<file path="config.mk">
export PLATFORM = sky130hd
export DESIGN_NAME = mdio_regbank_slave
export DESIGN_NICKNAME = d
export VERILOG_FILES = /design/src/rtl/mdio_slv_pkg.sv /design/src/rtl/mdio_frame_decoder.sv /design/src/rtl/mdio_byte_bank.sv /design/src/rtl/mdio_tx_shifter.sv /design/src/rtl/mdio_regbank_slave.sv
export SDC_FILE = /design/constraint.sdc
export NUM_CORES = 2
export LEC_CHECK = 0
export BUFFER_PORTS_ARGS = -buffer_cell sky130_fd_sc_hd__buf_2
export CAP_MARGIN = 20
export CELL_PAD_IN_SITES_DETAIL_PLACEMENT = 1
export CELL_PAD_IN_SITES_GLOBAL_PLACEMENT = 2
export CORE_MARGIN = 8
export CORE_UTILIZATION = 50
export CTS_CLUSTER_SIZE = 10
export DETAILED_ROUTE_END_ITERATION = 10
export PLACE_DENSITY = 0.85
export SETUP_SLACK_MARGIN = 0.15
export SLEW_MARGIN = 20
export SYNTH_ARGS = -nofsm -noshare
export SYNTH_HDL_FRONTEND = slang
export SYNTH_SLANG_ARGS = --single-unit
</file>
<file path="constraint.sdc">
create_clock -name mdc -period 5.5 [get_ports mdc]
set_input_delay 1.1 -clock mdc [delete_from_list [all_inputs] [get_ports mdc]]
set_output_delay 1.1 -clock mdc [all_outputs]
set_load 0.1 [all_outputs]
</file>
<file path="src/rtl/mdio_slv_pkg.sv">
package mdio_slv_pkg;

  localparam int PHY_W  = 5;
  localparam int REG_W  = 5;
  localparam int OP_W   = 2;
  localparam int HDR_W  = OP_W + PHY_W + REG_W;
  localparam int IDX_W  = 3 + REG_W;

  localparam logic [OP_W-1:0] OP_RD = 2'b10;
  localparam logic [OP_W-1:0] OP_WR = 2'b01;

  typedef enum logic [2:0] {
    ST_HUNT,
    ST_START,
    ST_HDR,
    ST_TA,
    ST_DATA
  } mdio_st_e;

  function automatic logic sel_hit_f(input logic [PHY_W-1:0] phy);
    return phy[2:1] == 2'b11;
  endfunction

  function automatic logic [IDX_W-1:0] reg_index_f(input logic [PHY_W-1:0] phy,
                                                   input logic [REG_W-1:0] ra);
    return {phy[4], phy[3], phy[0], ra};
  endfunction

  function automatic logic op_valid_f(input logic [OP_W-1:0] op);
    return (op == OP_RD) || (op == OP_WR);
  endfunction

endpackage

</file>
<file path="src/rtl/mdio_frame_decoder.sv">
module mdio_frame_decoder
  import mdio_slv_pkg::*;
#(
  parameter int PRE_MIN = 32,
  parameter int FIELD_W = 16,
  parameter int BYTE_W  = 8
) (
  input  logic             clk,
  input  logic             rst_n,
  input  logic             mdio_in,
  output logic             hdr_done,
  output logic             sel_hit,
  output logic             rd_frame,
  output logic [IDX_W-1:0] idx,
  output logic             tx_load,
  output logic             tx_shift,
  output logic             tx_release,
  output logic             wr_stb,
  output logic [IDX_W-1:0] wr_idx,
  output logic [BYTE_W-1:0] wr_byte
);

  localparam int PRE_W = $clog2(PRE_MIN + 1);
  localparam int CNT_W = $clog2(FIELD_W);
  localparam logic [CNT_W-1:0] LAST_BIT = CNT_W'(FIELD_W - 1);
  localparam logic [CNT_W-1:0] HDR_LAST = CNT_W'(HDR_W - 1);

  mdio_st_e           state;
  logic [PRE_W-1:0]   pre_cnt;
  logic [CNT_W-1:0]   bit_cnt;
  logic [HDR_W-1:0]   hdr_sh;
  logic [BYTE_W-1:0]  wsh;

  logic [HDR_W-1:0]   hdr_nx;
  logic [PHY_W-1:0]   phy_w;
  logic [REG_W-1:0]   ra_w;
  logic [OP_W-1:0]    op_w;
  logic               op_check;
  logic               data_last;

  always_comb begin
    hdr_nx    = {hdr_sh[HDR_W-2:0], mdio_in};
    phy_w     = hdr_nx[REG_W +: PHY_W];
    ra_w      = hdr_nx[REG_W-1:0];
    op_w      = hdr_nx[HDR_W-1 -: OP_W];
    op_check  = (state == ST_HDR) && (bit_cnt == CNT_W'(OP_W - 1));
    hdr_done  = (state == ST_HDR) && (bit_cnt == HDR_LAST);
    sel_hit   = sel_hit_f(phy_w);
    data_last = (state == ST_DATA) && (bit_cnt == LAST_BIT);
    tx_load   = (state == ST_TA) && (bit_cnt == '0) && rd_frame;
    tx_shift  = rd_frame && (((state == ST_TA) && (bit_cnt != '0)) ||
                             ((state == ST_DATA) && !data_last));
    tx_release = rd_frame && data_last;
  end

  always_ff @(posedge clk or negedge rst_n) begin
    if (!rst_n) begin
      state    <= ST_HUNT;
      pre_cnt  <= '0;
      bit_cnt  <= '0;
      hdr_sh   <= '0;
      wsh      <= '0;
      rd_frame <= 1'b0;
      idx      <= '0;
      wr_stb   <= 1'b0;
      wr_idx   <= '0;
      wr_byte  <= '0;
    end else begin
      wr_stb <= 1'b0;
      unique case (state)
        ST_HUNT: begin
          if (mdio_in) begin
            if (pre_cnt < PRE_W'(PRE_MIN)) pre_cnt <= pre_cnt + 1'b1;
          end else if (pre_cnt >= PRE_W'(PRE_MIN)) begin
            state   <= ST_START;
            pre_cnt <= '0;
          end else begin
            pre_cnt <= '0;
          end
        end
        ST_START: begin
          bit_cnt <= '0;
          state   <= mdio_in ? ST_HDR : ST_HUNT;
        end
        ST_HDR: begin
          hdr_sh  <= hdr_nx;
          bit_cnt <= bit_cnt + 1'b1;
          if (op_check && !op_valid_f(hdr_nx[OP_W-1:0])) begin
            state <= ST_HUNT;
          end else if (hdr_done) begin
            bit_cnt <= '0;
            if (sel_hit && op_valid_f(op_w)) begin
              state    <= ST_TA;
              rd_frame <= (op_w == OP_RD);
              idx      <= reg_index_f(phy_w, ra_w);
            end else begin
              state <= ST_HUNT;
            end
          end
        end
        ST_TA: begin
          if (bit_cnt != '0) begin
            state   <= ST_DATA;
            bit_cnt <= '0;
          end else begin
            bit_cnt <= bit_cnt + 1'b1;
          end
        end
        ST_DATA: begin
          wsh     <= {wsh[BYTE_W-2:0], mdio_in};
          bit_cnt <= bit_cnt + 1'b1;
          if (data_last) begin
            state   <= ST_HUNT;
            pre_cnt <= '0;
            bit_cnt <= '0;
            if (!rd_frame) begin
              wr_stb  <= 1'b1;
              wr_idx  <= idx;
              wr_byte <= {wsh[BYTE_W-2:0], mdio_in};
            end
            rd_frame <= 1'b0;
          end
        end
        default: state <= ST_HUNT;
      endcase
    end
  end

endmodule

</file>
<file path="src/rtl/mdio_byte_bank.sv">
module mdio_byte_bank #(
  parameter int IDX_W  = 8,
  parameter int BYTE_W = 8
) (
  input  logic              clk,
  input  logic              rst_n,
  input  logic              we,
  input  logic [IDX_W-1:0]  widx,
  input  logic [BYTE_W-1:0] wdata,
  input  logic [IDX_W-1:0]  ridx,
  output logic [BYTE_W-1:0] rdata
);

  localparam int DEPTH = 1 << IDX_W;

  logic [BYTE_W-1:0] mem [DEPTH];

  for (genvar g = 0; g < DEPTH; g++) begin : g_cell
    always_ff @(posedge clk or negedge rst_n) begin
      if (!rst_n)                                mem[g] <= '0;
      else if (we && (widx == IDX_W'(g)))        mem[g] <= wdata;
    end
  end

  assign rdata = mem[ridx];

endmodule

</file>
<file path="src/rtl/mdio_tx_shifter.sv">
module mdio_tx_shifter #(
  parameter int FIELD_W = 16,
  parameter int BYTE_W  = 8
) (
  input  logic              clk,
  input  logic              rst_n,
  input  logic              load,
  input  logic              shift,
  input  logic              release_line,
  input  logic [BYTE_W-1:0] byte_in,
  output logic              mdio_out,
  output logic              mdio_oe
);

  logic [FIELD_W-1:0] sh;

  always_ff @(posedge clk or negedge rst_n) begin
    if (!rst_n) begin
      sh       <= '0;
      mdio_out <= 1'b0;
      mdio_oe  <= 1'b0;
    end else if (load) begin
      sh       <= FIELD_W'(byte_in);
      mdio_out <= 1'b0;
      mdio_oe  <= 1'b1;
    end else if (shift) begin
      mdio_out <= sh[FIELD_W-1];
      sh       <= {sh[FIELD_W-2:0], 1'b0};
    end else if (release_line) begin
      mdio_out <= 1'b0;
      mdio_oe  <= 1'b0;
    end
  end

endmodule

</file>
<file path="src/rtl/mdio_regbank_slave.sv">
module mdio_regbank_slave
  import mdio_slv_pkg::*;
#(
  parameter int PRE_MIN = 32,
  parameter int FIELD_W = 16,
  parameter int BYTE_W  = 8
) (
  input  logic mdc,
  input  logic rst_n,
  input  logic mdio_in,
  output logic mdio_out,
  output logic mdio_oe
);

  logic              hdr_done;
  logic              sel_hit;
  logic              rd_frame;
  logic [IDX_W-1:0]  idx;
  logic              tx_load;
  logic              tx_shift;
  logic              tx_release;
  logic              wr_stb;
  logic [IDX_W-1:0]  wr_idx;
  logic [BYTE_W-1:0] wr_byte;
  logic [BYTE_W-1:0] rd_byte;

  mdio_frame_decoder #(
    .PRE_MIN(PRE_MIN), .FIELD_W(FIELD_W), .BYTE_W(BYTE_W)
  ) u_dec (
    .clk(mdc), .rst_n(rst_n), .mdio_in(mdio_in),
    .hdr_done(hdr_done), .sel_hit(sel_hit), .rd_frame(rd_frame), .idx(idx),
    .tx_load(tx_load), .tx_shift(tx_shift), .tx_release(tx_release),
    .wr_stb(wr_stb), .wr_idx(wr_idx), .wr_byte(wr_byte)
  );

  mdio_byte_bank #(
    .IDX_W(IDX_W), .BYTE_W(BYTE_W)
  ) u_bank (
    .clk(mdc), .rst_n(rst_n), .we(wr_stb), .widx(wr_idx), .wdata(wr_byte),
    .ridx(idx), .rdata(rd_byte)
  );

  mdio_tx_shifter #(
    .FIELD_W(FIELD_W), .BYTE_W(BYTE_W)
  ) u_tx (
    .clk(mdc), .rst_n(rst_n), .load(tx_load), .shift(tx_shift),
    .release_line(tx_release), .byte_in(rd_byte),
    .mdio_out(mdio_out), .mdio_oe(mdio_oe)
  );

endmodule

</file>
==> results.md <==
- Outcome: finished, final reports clean
- Mapped Area: between 0.09 and 0.1 sq mm
- Worst Slack Setup Final: 1.318 ns
- Worst slew margin: between 15 and 20%
- Met3 WL post-DR: about 17000 microns
- EDFF count, synth: 0
- Reg-to-Reg End: u_tx.sh[4]
- Post-Layout Cell Count: between 8000 and 9000
- Post-CTS Hold Fix Bufs: 0
- RR Startpoint: u_dec.idx[4]
- Footprint of the multi-input gates: slightly above 0.04 sq mm
- Synth Register Bits: around 2100
- CP delay by family, top: compound AO/OA/AOI/OAI gates
- Post-DP HPWL: 186500 microns
- Reg2reg setup slack: ~1.3 ns
- Starting DRC count in detailed routing: ~4700
- Max-slew violations: 0
- Worst setup path end: u_tx.sh[4]
- Die height: 455.8 microns
- Drt drc: 0
- Initial antenna violation count: 8
- CP Class: flip-flop to flip-flop
- Nets@finish: approximately 6400
- Filler cells: 17620
- Crit-path most repeated cell: buf_4
- Vias: 57840
- Setup crit start: u_dec.idx[4]
- Vias in the first global route: between 60000 and 70000
- Worst Hold Class: primary input to asynchronous set/reset pin
- Largest net degree at the start of global routing: around 230
- Via-to-Cell Ratio: ~6.5
- Met1 Wirelength: around 120000 microns
- PortBufs: 4
- Die Wd: about 460 microns
- Core area: just under 0.2 sq mm
- Clock Pin Slew Worst Setup and Hold Paths: roughly 0.060 ns
- Placed cells: roughly 8700
- Max incr delay on CP: around 0.86 ns
- Fin Setup TNS: 0 ns
- Postcts setup bufs: 0
- Worst path depth: 9
- Yosys warns: 0
- Post-synthesis average cell area: between 15 and 20 sq um
- Rows: between 150 and 200
- Worst setup SP type: flip-flop
- Starting Density: between 50 and 60%
- Met2 wire length: approximately 140000 microns
- Post-route minimum period: roughly 4.2 ns
- CP max FO: 37
- Final Hold Fails: 0
- R2R cell count: 9
- Clock Path Buffers: 3
- RSZ-0062 raised after global routing: no
- Final setup fails: 0
- WL/cell: 32.42 microns
- Cell breakdown of the critical path: buf_4, nor4bb_4, buf_4, buf_4, a22oi_1, nand4_1, o31ai_1, a21oi_1, nor4_1
- Dpl ws: approximately 1.2 ns
- Max Fclk: between 200 and 250 MHz
- Htree depth: 4
- Critical Path End Type: flip-flop
- Register area: approximately 0.053 sq mm
- Clk_skew: around 0.055 ns
- Share of layout cells above drive strength 1: a little under half
- Overall Power: between 30 and 40 mW
- Routed Antenna Nets: 0
- Pre-Repair DR Iteration Count: 6
- Count of cells resized by post-cts repair: 0
- Max cap viols: 0
- CTS tree: done
- Register area share after synthesis: between 50 and 60%
- CTS root buffer: clkbuf_16
- Final core utilization: 55.22%
- CTS Buf Count: around 230
- Total die area: 0.2077 sq mm
- Tcrit/Tclk final: 76.04%
- Max stage delay cell, worst path: dfrtp_4
- Crit path DAT: ~5.0 ns
- Ys async rst share: between 90% and 100%
- First-pass GRT wire length: around 440000 microns
- Remaining Overflow, GRT: 0
- Top layer in use: met4
- Syn Inst Count: around 6400
- Leakage: about 50 nW
- Worst EP required: around 6.3 ns
- CP bufs+invs: 3
- Synthesis-to-finish area growth: 9.848%
- Peak VDD IR: roughly 300 uV
- Actual slew at the worst max-slew pin: 1.220 ns
- Synth unique cells: 70
- I/O Pins: 5
- Syn Nets: 6442
- GRT Overall Usage: about 28%
- CTS Sinks: about 2100
- Worst-Skew Late Latency: 0.90 ns
- GPL Wtd Cong: between 0.9 and 1
- Cell Pwr Density: around 280 mW/mm^2
- Top FF cell, synth: dfrtp_1
- WL final: 290400 microns
==> worst min-delay path by stage <==
stage / endpoint / slack, ns / cells past startpoint
floorplan: u_tx.sh[10] / 0.44 / 2
global placement: u_tx.sh[10] / 0.45 / 2
detailed placement: u_tx.mdio_oe / 0.46 / 2
CTS: u_bank.mem[183] / 0.22 / 1
global route: u_bank.mem[183] / 0.22 / 1
finish: u_bank.mem[183] / 0.21 / 1
==> cells in the final DEF, fill, tap and decap left out, types with 8 or more instances in the layout <==
| master | n |
|---|---|
| mux2i_1 | 302 |
| o211ai_1 | 31 |
| a22oi_1 | 139 |
| buf_4 | 124 |
| mux2_2 | 2085 |
| clkbuf_16 | 234 |
| o31ai_1 | 15 |
| clkbuf_1 | 35 |
| and3_1 | 11 |
| nand2_1 | 265 |
| o22ai_1 | 39 |
| clkinv_16 | 8 |
| nor4_1 | 19 |
| nor2_1 | 201 |
| nor2b_1 | 15 |
| mux4_2 | 407 |
| nand4_1 | 34 |
| nand2b_1 | 10 |
| a21oi_1 | 50 |
| nand3_1 | 26 |
| and2_1 | 8 |
| dfrtp_1 | 2109 |
| o21ai_0 | 21 |
| inv_1 | 13 |
| buf_12 | 48 |
| nor3_1 | 27 |
| dfrtp_4 | 12 |
| a22o_1 | 14 |
==> where the power goes <==
group | switching (mW) | internal, mW
Combinational | 0.551 | 0.0825
Clock | 6.23 | 7.69
Sequential | 0.0629 | 15.6
Total | 6.84 | 23.4
==> area by class of cell <==
| class | count | share of cell area [%] |
|---|---|---|
| sequential | 2123 | 50.06 |
| clock buffer | 276 | 5.727 |
| inverter | 14 | 0.05183 |
| antenna | 5 | 0.01178 |
| clock inverter | 16 | 0.3345 |
| timing repair buffer | 178 | 1.873 |
| tap | 2526 | 2.975 |
| multi-input combinational | 3820 | 38.97 |
==> cells by family after synthesis <==
family | count (synthesis) | synth area share (%)
compound gates | 349 | 2.553
xor+xnor | 2 | 0.01812
fa+ha+maj | 6 | 0.07763
buf+inv | 490 | 2.381
flops | 2123 | 54.94
mux | 2794 | 36.89
simple gates | 669 | 3.146
==> registers in the layout, indices dropped and copies added (netlist names), 3 cells and up <==
| register | flops |
|---|---|
| u_bank.mem | 2048 |
| u_dec.bit_cnt | 4 |
| u_dec.hdr_sh | 11 |
| u_dec.idx | 8 |
| u_dec.pre_cnt | 6 |
| u_dec.state | 3 |
| u_dec.wr_byte | 8 |
| u_dec.wr_idx | 8 |
| u_dec.wsh | 7 |
| u_tx.sh | 16 |
==> synth_stat cells, types with 5 or more instances <==
master	number	area, sq um
buf_4	48	360.4
nor3_1	28	140.1
a22oi_1	139	1044
o31ai_1	15	112.6
o22ai_1	39	244.0
and3_1	14	87.58
mux4_2	407	9166
mux2i_1	302	3023
mux2_2	2085	23480
o211ai_1	31	232.7
nand2b_1	10	62.56
inv_1	14	52.55
nand3_1	26	130.1
nor4_1	23	143.9
dfrtp_1	2123	53130
buf_6	26	292.8
and2_1	8	50.05
buf_1	17	63.81
nand4_1	34	212.7
nor2b_1	17	106.4
or3_1	5	31.28
buf_2	67	335.3
nand2_1	267	1002
nor2_1	207	777.0
clkbuf_1	317	1190
o22a_1	7	61.31
a21oi_1	50	250.2
ha_1	6	75.07
o21ai_0	21	105.1
a22o_1	14	122.6
==> routing by layer <==
layer	track usage, %	vias up
met2	45.04	1695
met1	37.22	31910
met4	11.21	0
met3	5.149	609
met5	0	-
li1	-	23630
==> per-stage QoR <==
stage          cell area (sq um)  hold WS, ns
2_1_floorplan              96700       0.4384
3_3_place_gp               99640       0.4490
3_5_place_dp               99670       0.4637
4_1_cts                   106100       0.2153
5_1_grt                   106200       0.2150
6_report                  106200       0.2091
Note: power is estimated with default switching activity, not from simulation.
